### src/rtl/usbls_rx_pkg.sv
package usbls_rx_pkg;
  // Receiver sequencing states
  typedef enum logic [1:0] {
    RX_IDLE    = 2'd0,
    RX_HUNT    = 2'd1,
    RX_CONFIRM = 2'd2,
    RX_RECV    = 2'd3
  } rx_state_e;

  localparam int unsigned RX_BYTE_W    = 8;
  localparam int unsigned RX_STUFF_RUN = 6;
endpackage

### src/rtl/usbls_line_sampler.sv
// Registers the line, tracks bit phase from D- transitions and produces
// the mid-bit sample strobe and the D+ level seen at each bit boundary.
module usbls_line_sampler #(
  parameter int unsigned BIT_CLKS = 8
) (
  input  logic clk,
  input  logic rst_n,
  input  logic dp_in,
  input  logic dm_in,
  output logic dm_s,
  output logic dm_fall,
  output logic sample_stb,
  output logic dp_bnd_low
);
  localparam int unsigned CW = $clog2(BIT_CLKS);
  localparam logic [CW-1:0] HALF = CW'(BIT_CLKS / 2);
  localparam logic [CW-1:0] LAST = CW'(BIT_CLKS - 1);

  logic          dp_s;
  logic          dm_prev;
  logic [CW-1:0] phase_q, phase_d;
  logic          dm_edge;
  logic          bnd_stb;
  logic          bnd_low_q;

  assign dm_edge    = dm_s ^ dm_prev;
  assign dm_fall    = dm_edge & ~dm_s;
  assign bnd_stb    = dm_edge | (phase_q == '0);
  assign sample_stb = (phase_q == HALF);
  assign dp_bnd_low = bnd_low_q;

  always_comb begin
    if (dm_edge) begin
      phase_d = CW'(1);
    end else if (phase_q == LAST) begin
      phase_d = '0;
    end else begin
      phase_d = phase_q + 1'b1;
    end
  end

  always_ff @(posedge clk or negedge rst_n) begin
    if (!rst_n) begin
      dp_s      <= 1'b0;
      dm_s      <= 1'b1;
      dm_prev   <= 1'b1;
      phase_q   <= '0;
      bnd_low_q <= 1'b0;
    end else begin
      dp_s    <= dp_in;
      dm_s    <= dm_in;
      dm_prev <= dm_s;
      phase_q <= phase_d;
      if (bnd_stb) begin
        bnd_low_q <= ~dp_s;
      end
    end
  end
endmodule

### src/rtl/usbls_unstuff.sv
// Removes the stuffed bit after a run of ones and flags a violating one.
module usbls_unstuff #(
  parameter int unsigned RUN = 6
) (
  input  logic clk,
  input  logic rst_n,
  input  logic clr,
  input  logic bit_vld,
  input  logic bit_val,
  output logic out_vld,
  output logic out_bit,
  output logic stuff_err
);
  localparam int unsigned OW = $clog2(RUN + 1);
  localparam logic [OW-1:0] RUN_END = OW'(RUN);

  logic [OW-1:0] ones_q, ones_d;
  logic          at_run;

  assign at_run    = (ones_q == RUN_END);
  assign out_vld   = bit_vld & ~at_run;
  assign out_bit   = bit_val;
  assign stuff_err = bit_vld & at_run & bit_val;

  always_comb begin
    ones_d = ones_q;
    if (clr) begin
      ones_d = '0;
    end else if (bit_vld) begin
      if (at_run || !bit_val) begin
        ones_d = '0;
      end else begin
        ones_d = ones_q + 1'b1;
      end
    end
  end

  always_ff @(posedge clk or negedge rst_n) begin
    if (!rst_n) begin
      ones_q <= '0;
    end else begin
      ones_q <= ones_d;
    end
  end
endmodule

### src/rtl/usbls_byte_packer.sv
// Packs data bits LSb first and enforces the per-packet byte budget.
module usbls_byte_packer #(
  parameter int unsigned BYTE_W = 8,
  parameter int unsigned LIMIT  = 8
) (
  input  logic              clk,
  input  logic              rst_n,
  input  logic              clr,
  input  logic              bit_vld,
  input  logic              bit_val,
  output logic [BYTE_W-1:0] byte_q,
  output logic              byte_stb,
  output logic              ovf_stb
);
  localparam int unsigned BCW = $clog2(BYTE_W);
  localparam int unsigned LW  = $clog2(LIMIT + 1);
  localparam logic [BCW-1:0] BIT_LAST  = BCW'(BYTE_W - 1);
  localparam logic [LW-1:0]  BUDGET_IV = LW'(LIMIT);

  logic [BYTE_W-1:0] sh_q, sh_d;
  logic [BCW-1:0]    bcnt_q, bcnt_d;
  logic [LW-1:0]     budget_q, budget_d;
  logic [BYTE_W-1:0] merged;
  logic              done;
  logic              byte_en;
  logic              stb_d, ovf_d;

  assign merged  = {bit_val, sh_q[BYTE_W-1:1]};
  assign done    = bit_vld & (bcnt_q == BIT_LAST);
  assign byte_en = done & (budget_q != '0) & ~clr;

  always_comb begin
    sh_d     = sh_q;
    bcnt_d   = bcnt_q;
    budget_d = budget_q;
    stb_d    = 1'b0;
    ovf_d    = 1'b0;
    if (clr) begin
      sh_d     = '0;
      bcnt_d   = '0;
      budget_d = BUDGET_IV;
    end else if (bit_vld) begin
      sh_d   = merged;
      bcnt_d = done ? '0 : bcnt_q + 1'b1;
      if (done) begin
        if (budget_q == '0) begin
          ovf_d = 1'b1;
        end else begin
          stb_d    = 1'b1;
          budget_d = budget_q - 1'b1;
        end
      end
    end
  end

  always_ff @(posedge clk or negedge rst_n) begin
    if (!rst_n) begin
      sh_q     <= '0;
      bcnt_q   <= '0;
      budget_q <= BUDGET_IV;
      byte_stb <= 1'b0;
      ovf_stb  <= 1'b0;
    end else begin
      sh_q     <= sh_d;
      bcnt_q   <= bcnt_d;
      budget_q <= budget_d;
      byte_stb <= stb_d;
      ovf_stb  <= ovf_d;
    end
  end

  always_ff @(posedge clk or negedge rst_n) begin
    if (!rst_n) begin
      byte_q <= '0;
    end else if (byte_en) begin
      byte_q <= merged;
    end
  end
endmodule

### src/rtl/usbls_rx.sv
// Low-speed packet receiver: sync hunt, start check, NRZI decode,
// unstuffing, byte packing, end-of-packet and abort handling.
module usbls_rx
  import usbls_rx_pkg::*;
#(
  parameter int unsigned BIT_CLKS  = 8,
  parameter int unsigned SYNC_WAIT = 32,
  parameter int unsigned RX_LIMIT  = 8
) (
  input  logic                 clk,
  input  logic                 rst_n,
  input  logic                 rx_wake,
  input  logic                 line_dp,
  input  logic                 line_dm,
  output logic [RX_BYTE_W-1:0] rx_byte,
  output logic                 rx_valid,
  output logic                 rx_eop,
  output logic                 rx_overflow,
  output logic                 rx_sync_to,
  output logic                 rx_stuff_err
);
  localparam int unsigned HW = $clog2(SYNC_WAIT + 1);
  localparam logic [HW-1:0] HUNT_LAST = HW'(SYNC_WAIT - 1);

  rx_state_e     state, state_d;
  logic [HW-1:0] hunt_q, hunt_d;
  logic          conf_q, conf_d;
  logic          lvl_q, lvl_d;
  logic          eop_q, eop_d;
  logic          to_q, to_d;
  logic          serr_q, serr_d;

  logic dm_s, dm_fall, sample_stb, dp_bnd_low;
  logic recv_smp, se0, nrzi_bit, bit_vld, in_recv_n;
  logic data_vld, data_bit, stuff_err;

  usbls_line_sampler #(.BIT_CLKS(BIT_CLKS)) u_smp (
    .clk        (clk),
    .rst_n      (rst_n),
    .dp_in      (line_dp),
    .dm_in      (line_dm),
    .dm_s       (dm_s),
    .dm_fall    (dm_fall),
    .sample_stb (sample_stb),
    .dp_bnd_low (dp_bnd_low)
  );

  assign recv_smp  = (state == RX_RECV) & sample_stb;
  assign se0       = ~dm_s & ~lvl_q & dp_bnd_low;
  assign nrzi_bit  = (dm_s == lvl_q);
  assign bit_vld   = recv_smp & ~se0;
  assign in_recv_n = (state != RX_RECV);

  usbls_unstuff #(.RUN(RX_STUFF_RUN)) u_unstuff (
    .clk       (clk),
    .rst_n     (rst_n),
    .clr       (in_recv_n),
    .bit_vld   (bit_vld),
    .bit_val   (nrzi_bit),
    .out_vld   (data_vld),
    .out_bit   (data_bit),
    .stuff_err (stuff_err)
  );

  usbls_byte_packer #(.BYTE_W(RX_BYTE_W), .LIMIT(RX_LIMIT)) u_pack (
    .clk      (clk),
    .rst_n    (rst_n),
    .clr      (in_recv_n),
    .bit_vld  (data_vld),
    .bit_val  (data_bit),
    .byte_q   (rx_byte),
    .byte_stb (rx_valid),
    .ovf_stb  (rx_overflow)
  );

  always_comb begin
    state_d = state;
    hunt_d  = hunt_q;
    conf_d  = conf_q;
    lvl_d   = lvl_q;
    eop_d   = 1'b0;
    to_d    = 1'b0;
    serr_d  = 1'b0;
    unique case (state)
      RX_IDLE: begin
        if (rx_wake) begin
          state_d = RX_HUNT;
          hunt_d  = '0;
        end
      end
      RX_HUNT: begin
        if (dm_fall) begin
          state_d = RX_CONFIRM;
          conf_d  = 1'b0;
        end else if (hunt_q == HUNT_LAST) begin
          state_d = RX_IDLE;
          to_d    = 1'b1;
        end else begin
          hunt_d = hunt_q + 1'b1;
        end
      end
      RX_CONFIRM: begin
        if (sample_stb) begin
          if (dm_s) begin
            state_d = RX_HUNT;
          end else if (conf_q) begin
            state_d = RX_RECV;
            lvl_d   = 1'b0;
          end else begin
            conf_d = 1'b1;
          end
        end
      end
      RX_RECV: begin
        if (rx_overflow) begin
          state_d = RX_IDLE;
        end else if (recv_smp) begin
          lvl_d = dm_s;
          if (se0) begin
            state_d = RX_IDLE;
            eop_d   = 1'b1;
          end else if (stuff_err) begin
            state_d = RX_IDLE;
            serr_d  = 1'b1;
          end
        end
      end
      default: state_d = RX_IDLE;
    endcase
  end

  always_ff @(posedge clk or negedge rst_n) begin
    if (!rst_n) begin
      state  <= RX_IDLE;
      hunt_q <= '0;
      conf_q <= 1'b0;
      lvl_q  <= 1'b0;
      eop_q  <= 1'b0;
      to_q   <= 1'b0;
      serr_q <= 1'b0;
    end else begin
      state  <= state_d;
      hunt_q <= hunt_d;
      conf_q <= conf_d;
      lvl_q  <= lvl_d;
      eop_q  <= eop_d;
      to_q   <= to_d;
      serr_q <= serr_d;
    end
  end

  assign rx_eop       = eop_q;
  assign rx_sync_to   = to_q;
  assign rx_stuff_err = serr_q;
endmodule

### config.mk
export PLATFORM = sky130hd
export DESIGN_NAME = usbls_rx
export DESIGN_NICKNAME = d
export VERILOG_FILES = /design/src/rtl/usbls_rx_pkg.sv /design/src/rtl/usbls_line_sampler.sv /design/src/rtl/usbls_unstuff.sv /design/src/rtl/usbls_byte_packer.sv /design/src/rtl/usbls_rx.sv
export SDC_FILE = /design/constraint.sdc
export NUM_CORES = 1
export LEC_CHECK = 0
export ABC_AREA = 0
export BUFFER_PORTS_ARGS = -buffer_cell sky130_fd_sc_hd__buf_2
export CAP_MARGIN = 30
export CORE_MARGIN = 5
export CORE_UTILIZATION = 58
export DETAILED_ROUTE_END_ITERATION = 12
export GPL_ROUTABILITY_DRIVEN = 0
export PLACE_DENSITY = 0.88
export SKIP_CTS_REPAIR_TIMING = 1
export SLEW_MARGIN = 20
export SYNTH_ARGS = -nofsm -noshare
export SYNTH_HDL_FRONTEND = slang
export SYNTH_SLANG_ARGS = --single-unit
### constraint.sdc
create_clock -name clk -period 3 [get_ports clk]
set_input_delay 0.45 -clock clk [delete_from_list [all_inputs] [get_ports clk]]
set_output_delay 0.45 -clock clk [all_outputs]
set_load 0.005 [all_outputs]
# Word-level counts from Yosys, hierarchy flattened
# Cells that the tools add are included.
# word_totals
register_bits	48
latch_bits	0
mem_bits_rw	0
mem_bits_ro	0
input_bits	5
output_inout_bits	13
n_memories	0
# op_classes
addsub	5
multipliers	0
div_mod_pow	0
n_lt_le_gt_ge	0
eq_ne	24
shift	0
n_mux	59
bitwise	19
n_reduce_logical	17
# ops
operator	n
2-to-1 mux 1 bit	28
2-to-1 mux 3 bit	8
2-to-1 mux 2 bit	10
inequality test 2 bit, second input constant	10
2-to-1 mux 6 bit	3
2-to-1 mux 4 bit	4
2-to-1 mux 8 bit	2
== test 3 bit, second input constant	4
one-hot mux 6 bit (2 select lines)	1
AND reduction 6 bit	2
nonzero test 2 bit	6
bitwise AND 1 bit	11
adder 3 x 1 -> 3 bit, second input constant	3
one-hot mux 2 bit (4 select lines)	1
AND reduction 4 bit	2
adder 6 x 1 -> 6 bit, second input constant	1
== test 6 x 5 -> 1 bit, second input constant	1
inequality test 3 x 2 -> 1 bit, second input constant	2
inverter 1 bit	6
== test 2 bit, second input constant	2
zero test 4 bit	1
inequality test 4 x 3 -> 1 bit, second input constant	1
one-hot mux 1 bit (2 select lines)	2
nonzero test 4 bit	1
other kinds (12)	12

# Longest topological paths before layout
# Gate-level depths: netlist of run 1.
# depth
ltp_word	12
depth_mapped	8
mapped_depth_nobuf	6

# Hierarchy
# Synthesis of run 1 repeated with hierarchy kept, for this count alone.
# hier_totals
hier_cells	208
area_unflattened_um2	2239.6
# modules_own_cells
mod	n_inst	cells_each	area_each_um2	seq_area_each_um2
usbls_byte_packer	1	83	1034.7	601.8
usbls_rx	1	81	718.2	325.3
usbls_line_sampler	1	22	296.5	177.7
usbls_unstuff	1	22	190.2	75.1

# Worst setup path before layout of run 1
# No wires, ideal clock.
# synth_timing
path_kind	register -> register
startpoint	register u_smp.dm_s
endpoint	register u_pack.byte_q[0]
setup_time_ps	125
arrival_time_ps	2159
t_required_ps	2875
path_slack_ps	717
path_stages_with_launch	8
n_path_buf	1
period_less_slack_ps	2283
cell_sequence	dfstp_2 > inv_1 > ha_1 > and2_1 > or4_4 > buf_6 > nor2_4 > mux2_2
# synth_via
elab_chain_len	9
# synth_lines
item	line	rtl
start: declaration	usbls_line_sampler.sv:10	output logic dm_s,
start signal: assignment	usbls_line_sampler.sv:51	dm_s <= dm_in;
inverter 1 bit	usbls_rx.sv:49	assign se0 = ~dm_s & ~lvl_q & dp_bnd_low;
bitwise AND 1 bit (2 in series)	usbls_rx.sv:49	
inverter 1 bit	usbls_rx.sv:51	assign bit_vld = recv_smp & ~se0;
bitwise AND 1 bit	usbls_rx.sv:51	
bitwise AND 1 bit	usbls_unstuff.sv:21	assign out_vld = bit_vld & ~at_run;
bitwise AND 1 bit	usbls_byte_packer.sv:29	assign done = bit_vld & (bcnt_q == BIT_LAST);
bitwise AND 1 bit (2 in series)	usbls_byte_packer.sv:30	assign byte_en = done & (budget_q != '0) & ~clr;
end signal: assignment	usbls_byte_packer.sv:76	byte_q <= merged;
end: declaration	usbls_byte_packer.sv:11	output logic [BYTE_W-1:0] byte_q,
# No other way between the ends.
# A chain may end at the register's enable or synchronous reset.

# Worst setup path after layout of run 1
# layout_timing
startpoint	register u_smp.dm_s
endpoint	register u_pack.byte_q[4]
# The elaborated chain is that of the path after synthesis.

==> flow_summary.ini, run 1 <==
[drt]
drtAntennaViolNets = 0
first_pass_iters = 4
wire_per_inst_um = 14.10
dr_total_vias = 1593
drt_iter0_drc = 129
viasPerCell = 5.689
wl_um = 3947
drc = 0

[yosys]
syn-num-nets = 225
ys_seq_area_share_pct = 53.98
yosysMostFrequentCell = dfrtp_1
synth_flop_cell = dfrtp_1
yosys.area.top_type = dfrtp_1
yosysTopAreaCellShare_pct = 50.37
syn_area_um2 = 2186
netlist_top_cells_area = dfrtp_1 50%, ha_1 6.9%, nand2_1 4.5%
syn_inst = 208
synth_edf_count = 0
synth_common_cells = 44 x dfrtp_1, 26 x nand2_1, 15 x nand3_1
yosys_warnings = 0
ys_seq_elements = 47
syn_avg_cell_area_um2 = 10.51
synthArstFlopShare_pct = 100.0
yosysUniqueCellTypes = 42

[run_status]
status = completed

[worst_hold_path]
hold_class = input port to asynchronous set/reset pin

[worst_setup_path]
path_delay_family = simple AND/OR/NAND/NOR gates
ff2ff_setup_slack_ps = 500
arrival_ps = 2680
critical_path.max_stage_delay_ps = 660
end_kind = flip-flop
critPathBufInv = 1
required_ps = 3180
cp_cell_sequence = inv_1 -> ha_1 -> and2_1 -> or4_4 -> nor2_4 -> mux2_2
path_class = flip-flop to flip-flop
crit_fanout = 19
critPathLaunchType = flip-flop
rr_startpoint = u_smp.dm_s
r2r_cells = 6
regToRegEndpoint = u_pack.byte_q[4]
cp_slowest_cell = or4_4

[sta]
setup_violations = 0
rsz0062_at_grt = no
worst_slack_ps = 504.8
period_needed_ps = 2495
worst_pin_slew_ps = 503.5
relSlewSlack_pct = 66.01
skew_ps = 9.601
finalSetupTns_ps = 0
timing.hold.ws_ps = 102.4
drv_slew = 0
clock.fmax_mhz = 400.8
hold_viol_final = 0
min_period_over_period_pct = 83.17

[cts]
insertion_delay_ps = 300
clock_path_buffers = 2
clk_pin_slew_worst_paths_ps = 90
cts_made_buffers = 5
cts-htree-levels = 2
cts_tree = done
cts.sinks = 47
cts_root_buf = clkbuf_8

[grt]
grt_start_max_net_pins = 28
grt_pass1_wl_um = 7534
grt_remaining_overflow = 0
antenna_found_initial = 0
grt_usage_pct = 18.43
grt_pass1_vias = 1689

[floorplanning]
rows = 22
ios = 18
dieArea_um2 = 5097
core_um2 = 3661
start_util_pct = 59.71
die_x_um = 71.39
die-height_um = 71.39

[pwr]
ir_drop_mv = 0.3708
pwr_density_cell_nw_per_um2 = 583.4
p_leak_uw = 0.001149
total_power_uw = 1419

[placement]
dp_hpwl_um = 2909
io_buffers = 17
post-place-ws_ps = 526.7

[cells_and_area]
n_antenna_cell = 0
layout-drive-gt1-share_pct = 19.83
finish.utilization_pct = 66.44
areaGrowthSynthToFinish_pct = 11.28
fin_nets = 248

[job]
maxCapViolCount = 0
cell type report:
type,instances,area (um2)
clock buffers,6,72.57
clock inverters,2,12.51
fillers,278,1229
inverters,12,45.04
multi-input cells,143,930.9
flip-flops and latches,47,1180
well taps,48,60.06
repair buffers,22,131.4
layout by cell type (no fill, tap or decap), types with 2 or more instances in the layout:
cell type / count
dfrtp_1: 44
nand2_1: 26
buf_2: 17
nand3_1: 15
inv_1: 12
o21ai_0: 12
nor2_1: 12
ha_1: 12
a21oi_1: 9
mux2_2: 7
and2_1: 5
clkbuf_8: 5
nor3_1: 4
or3_1: 3
o31ai_1: 3
nand3b_1: 3
mux2i_1: 3
buf_4: 3
dfstp_2: 3
and3_1: 2
o311ai_0: 2
o211ai_1: 2
a211oi_1: 2
or4_1: 2
or2_2: 2
cell families (layout without fill, tap and decap cells):
kind of cell | Yosys count | in the layout | share of synthesized area (%)
AOI/OAI and AO/OA | 36 | 36 | 10.25
adders and majority gates | 12 | 12 | 6.869
buffers and inverters | 18 | 42 | 3.434
DFF | 47 | 47 | 53.98
muxes | 10 | 10 | 4.980
and+or+nand+nor | 85 | 85 | 20.49
state kept, by name (all words and copies together), names as in the netlist:
name	count
u_smp.dp_bnd_low	1
rx_sync_to	1
u_smp.dp_s	1
conf_q	1
u_smp.dm_s	1
u_unstuff.ones_q	3
u_pack.byte_stb	1
u_smp.phase_q	3
u_smp.dm_prev	1
u_pack.ovf_stb	1
state	2
u_pack.budget_q	4
u_pack.byte_q	8
hunt_q	6
lvl_q	1
rx_eop	1
rx_stuff_err	1
u_pack.sh_q	7
u_pack.bcnt_q	3
metal layers:
metal	vias to the layer above	wire (um)	global-route usage [%]	share of wire, %
li1	779	-	-	-
met1	766	1751	23.97	44
met2	40	1915	29.18	49
met3	8	195	4.769	4.9
met4	0	84	7.933	2.1
met5	-	0	0	0
worst reg2reg max path: cells and delay by family, from the launching register on:
family	cells	cell delay [ps]
DFF	1	560
buffers and inverters	1	90
adders and majority gates	1	180
muxes	1	380
and+or+nand+nor	3	1170
per-stage QoR:
stage	instance area (um2)	instances
floorplan	2186	208
global placement	2323	270
detailed placement	2347	272
CTS	2432	280
global route	2432	280
finish	2432	280
power by group:
group          internal (uW)  switching, uW  total (uW)
clock network            163            200         363
logic                    114            188         302
registers                694           60.1         755
total                    972            448        1420
how the worst max path moves through the flow:
stage	start	end	depth (start not counted)
floorplan	u_smp.dm_s	u_pack.byte_q[0]	7
global placement	u_smp.dm_s	u_pack.byte_q[3]	6
detailed placement	u_smp.dm_s	u_pack.byte_q[3]	6
CTS	u_smp.dm_s	u_pack.byte_q[4]	6
global route	u_smp.dm_s	u_pack.byte_q[3]	6
finish	u_smp.dm_s	u_pack.byte_q[4]	6
Note: power is estimated with default switching activity, not from simulation.
==> run 2, diff against run 1 <==
ABC_AREA = 1   (was 0)
CORE_UTILIZATION = 59   (was 58)
PLACE_DENSITY = 0.89   (was 0.88)
clock period = 2.5 ns   (was 3 ns; I/O delays follow)
==> run 2 against run 1 <==
Compared with the run above:
- total power is 39% higher
- clock power up 56%
- fmax rose by 27%
- sequential cell count is the same
- sequential power rose by 22%
- via count up 11%
- clock skew is 2.1 ps higher
- routed wire length rose by 9.2%
- synthesized area up 5.4%
- synthesized cell count is 29% higher
- worst setup slack gained 32 ps
==> flow_summary.ini, run 2 <==
[run_status]
status = completed

[cts]
cts_tree = done
clock_path_buffers = 2
cts-htree-levels = 2
clk_pin_slew_worst_paths_ps = 80
cts.sinks = 47
cts_made_buffers = 5
cts_root_buf = clkbuf_8
insertion_delay_ps = 300

[worst_hold_path]
hold_class = input port to flip-flop
hold_end = u_smp.dm_s
holdCritStartpoint = line_dm
hold_path_depth = 1

[worst_setup_path]
r2r_cells = 7
crit_fanout = 11
cp_cell_sequence = inv_1 -> ha_1 -> nand2_1 -> nand4_2 -> nor2_2 -> nand2_1 -> nand2_1
path_common_cell = nand2_1
rr_startpoint = u_smp.dm_s
regToRegEndpoint = u_pack.budget_q[0]
cp_slowest_cell = dfstp_2
ff2ff_setup_slack_ps = 540
critPathBufInv = 1
required_ps = 2730
arrival_ps = 2190
path_delay_family = simple AND/OR/NAND/NOR gates
end_kind = flip-flop
critical_path.max_stage_delay_ps = 550
path_class = flip-flop to flip-flop
critPathLaunchType = flip-flop

[pwr]
pwr_density_cell_nw_per_um2 = 765.9
p_leak_uw = 0.001406
ir_drop_mv = 0.4466

[placement]
io_buffers = 17
dp.cells = 334
placed_cell_area_um2 = 2442
dp_hpwl_um = 3077

[cells_and_area]
largest_register_ffs = 8
num-fill-cells = 284
n_antenna_cell = 0
multi_input_area_um2 = 940.9
stdcell_count = 343
areaGrowthSynthToFinish_pct = 11.51
fin_nets = 311
design_area_um2 = 2570
final_cell_mix = 75 x nand2_1, 44 x dfrtp_1, 41 x inv_1
register_area_um2 = 1180
top_register = u_pack.byte_q
layout-drive-gt1-share_pct = 14.92
largestRegisters = u_pack.byte_q x8, u_pack.sh_q x7, hunt_q x6
finish.utilization_pct = 69.16
final_common_cell = nand2_1

[yosys]
ys_seq_elements = 47
syn_avg_cell_area_um2 = 8.568
yosysMostFrequentCell = nand2_1
yosysTopAreaCellShare_pct = 47.77
synthArstFlopShare_pct = 100.0
synth_common_cells = 75 x nand2_1, 44 x dfrtp_1, 41 x inv_1
syn-num-nets = 286
syn_area_um2 = 2305
ys_seq_area_share_pct = 51.19
yosys.area.top_type = dfrtp_1
yosys_warnings = 0
netlist_top_cells_area = dfrtp_1 48%, nand2_1 12%, inv_1 6.7%
yosysUniqueCellTypes = 24
synth_flop_cell = dfrtp_1
synth_edf_count = 0
syn_inst = 269

[drt]
drc = 0
drt_iter0_drc = 60
first_pass_iters = 4
dr_total_vias = 1774
wire_per_inst_um = 12.56
wl_um = 4309
viasPerCell = 5.172
drtAntennaViolNets = 0

[sta]
drv_slew = 0
hold_viol_final = 0
timing.hold.ws_ps = 182.8
clock.fmax_mhz = 509.4
finalSetupTns_ps = 0
setup_violations = 0
period_needed_ps = 1963
worst_pin_slew_ps = 507.1
skew_ps = 11.68
rsz0062_at_grt = no
min_period_over_period_pct = 78.53
relSlewSlack_pct = 65.84

[grt]
grt_start_max_net_pins = 36
grt_pass1_vias = 1746
grt_usage_pct = 18.25
antenna_found_initial = 0
grt_remaining_overflow = 0
grt_pass1_wl_um = 7555

[job]
maxCapViolCount = 0

[floorplanning]
die_x_um = 72.50
die-height_um = 72.50
start_util_pct = 62.02
rows = 22
core_um2 = 3716
dieArea_um2 = 5256
ios = 18
-- run 2: how the worst max path moves through the flow --
stage	cells after the start	endpoint	start	slack, ps
finish	7	u_pack.budget_q[0]	u_smp.dm_s	540
global route	7	u_pack.budget_q[0]	u_smp.dm_s	380
CTS	7	u_pack.budget_q[0]	u_smp.dm_s	580
detailed placement	7	u_pack.budget_q[0]	u_smp.dm_s	610
global placement	7	u_pack.byte_q[6]	u_smp.dm_s	720
floorplan	9	u_pack.budget_q[2]	u_smp.dm_s	940
-- run 2: area by class of cell --
class                           count  share of cell area (%)
Sequential cell                    47                   45.91
Multi-Input combinational cell    177                   36.61
Inverter                           43                   6.280
Timing Repair Buffer               20                   4.284
Clock buffer                        6                   3.213
Tap cell                           48                   2.337
Clock inverter                      2                   1.363
-- run 2: through the flow --
stage,setup WS (ps),power [uW]
5_1_grt,383.6,2085
2_1_floorplan,938.6,1283
3_5_place_dp,606.6,1403
4_1_cts,581.7,1975
3_3_place_gp,724.1,1385
6_report,536.8,1968
-- run 2: worst register-to-register path, stage by stage, from the launching register on --
cell and delay [ps]:
dfstp_2 550, inv_1 70, ha_1 180, nand2_1 210, nand4_2 260, nor2_2 410
nand2_1 130, nand2_1 100
-- run 2: layer usage --
| layer | wire length (um) | global-route usage (%) | up-vias |
|---|---|---|---|
| met1 | 1921 | 22.51 | 825 |
| li1 | - | - | 894 |
| met5 | 0 | 0 | - |
| met4 | 45 | 6.352 | 0 |
| met3 | 195 | 3.324 | 7 |
| met2 | 2147 | 32.05 | 48 |
-- run 2: logic make-up (layout without fill, tap and decap cells) --
logic type	Yosys count	in the layout	synth area share, %
buffers and inverters	45	71	7.981
adders and majority gates	12	12	6.514
and+or+nand+nor	129	129	25.95
xor gates and xnor gates	2	2	0.7602
DFF	47	47	51.19
AOI/OAI and AO/OA	34	34	7.600
-- run 2: power by group --
part	internal [uW]	switching, uW	leakage [uW]
Sequential	839	83.5	0.000631
Clock	324	244	0.0000612
Combinational	151	328	0.000713
Total	1310	655	0.00141
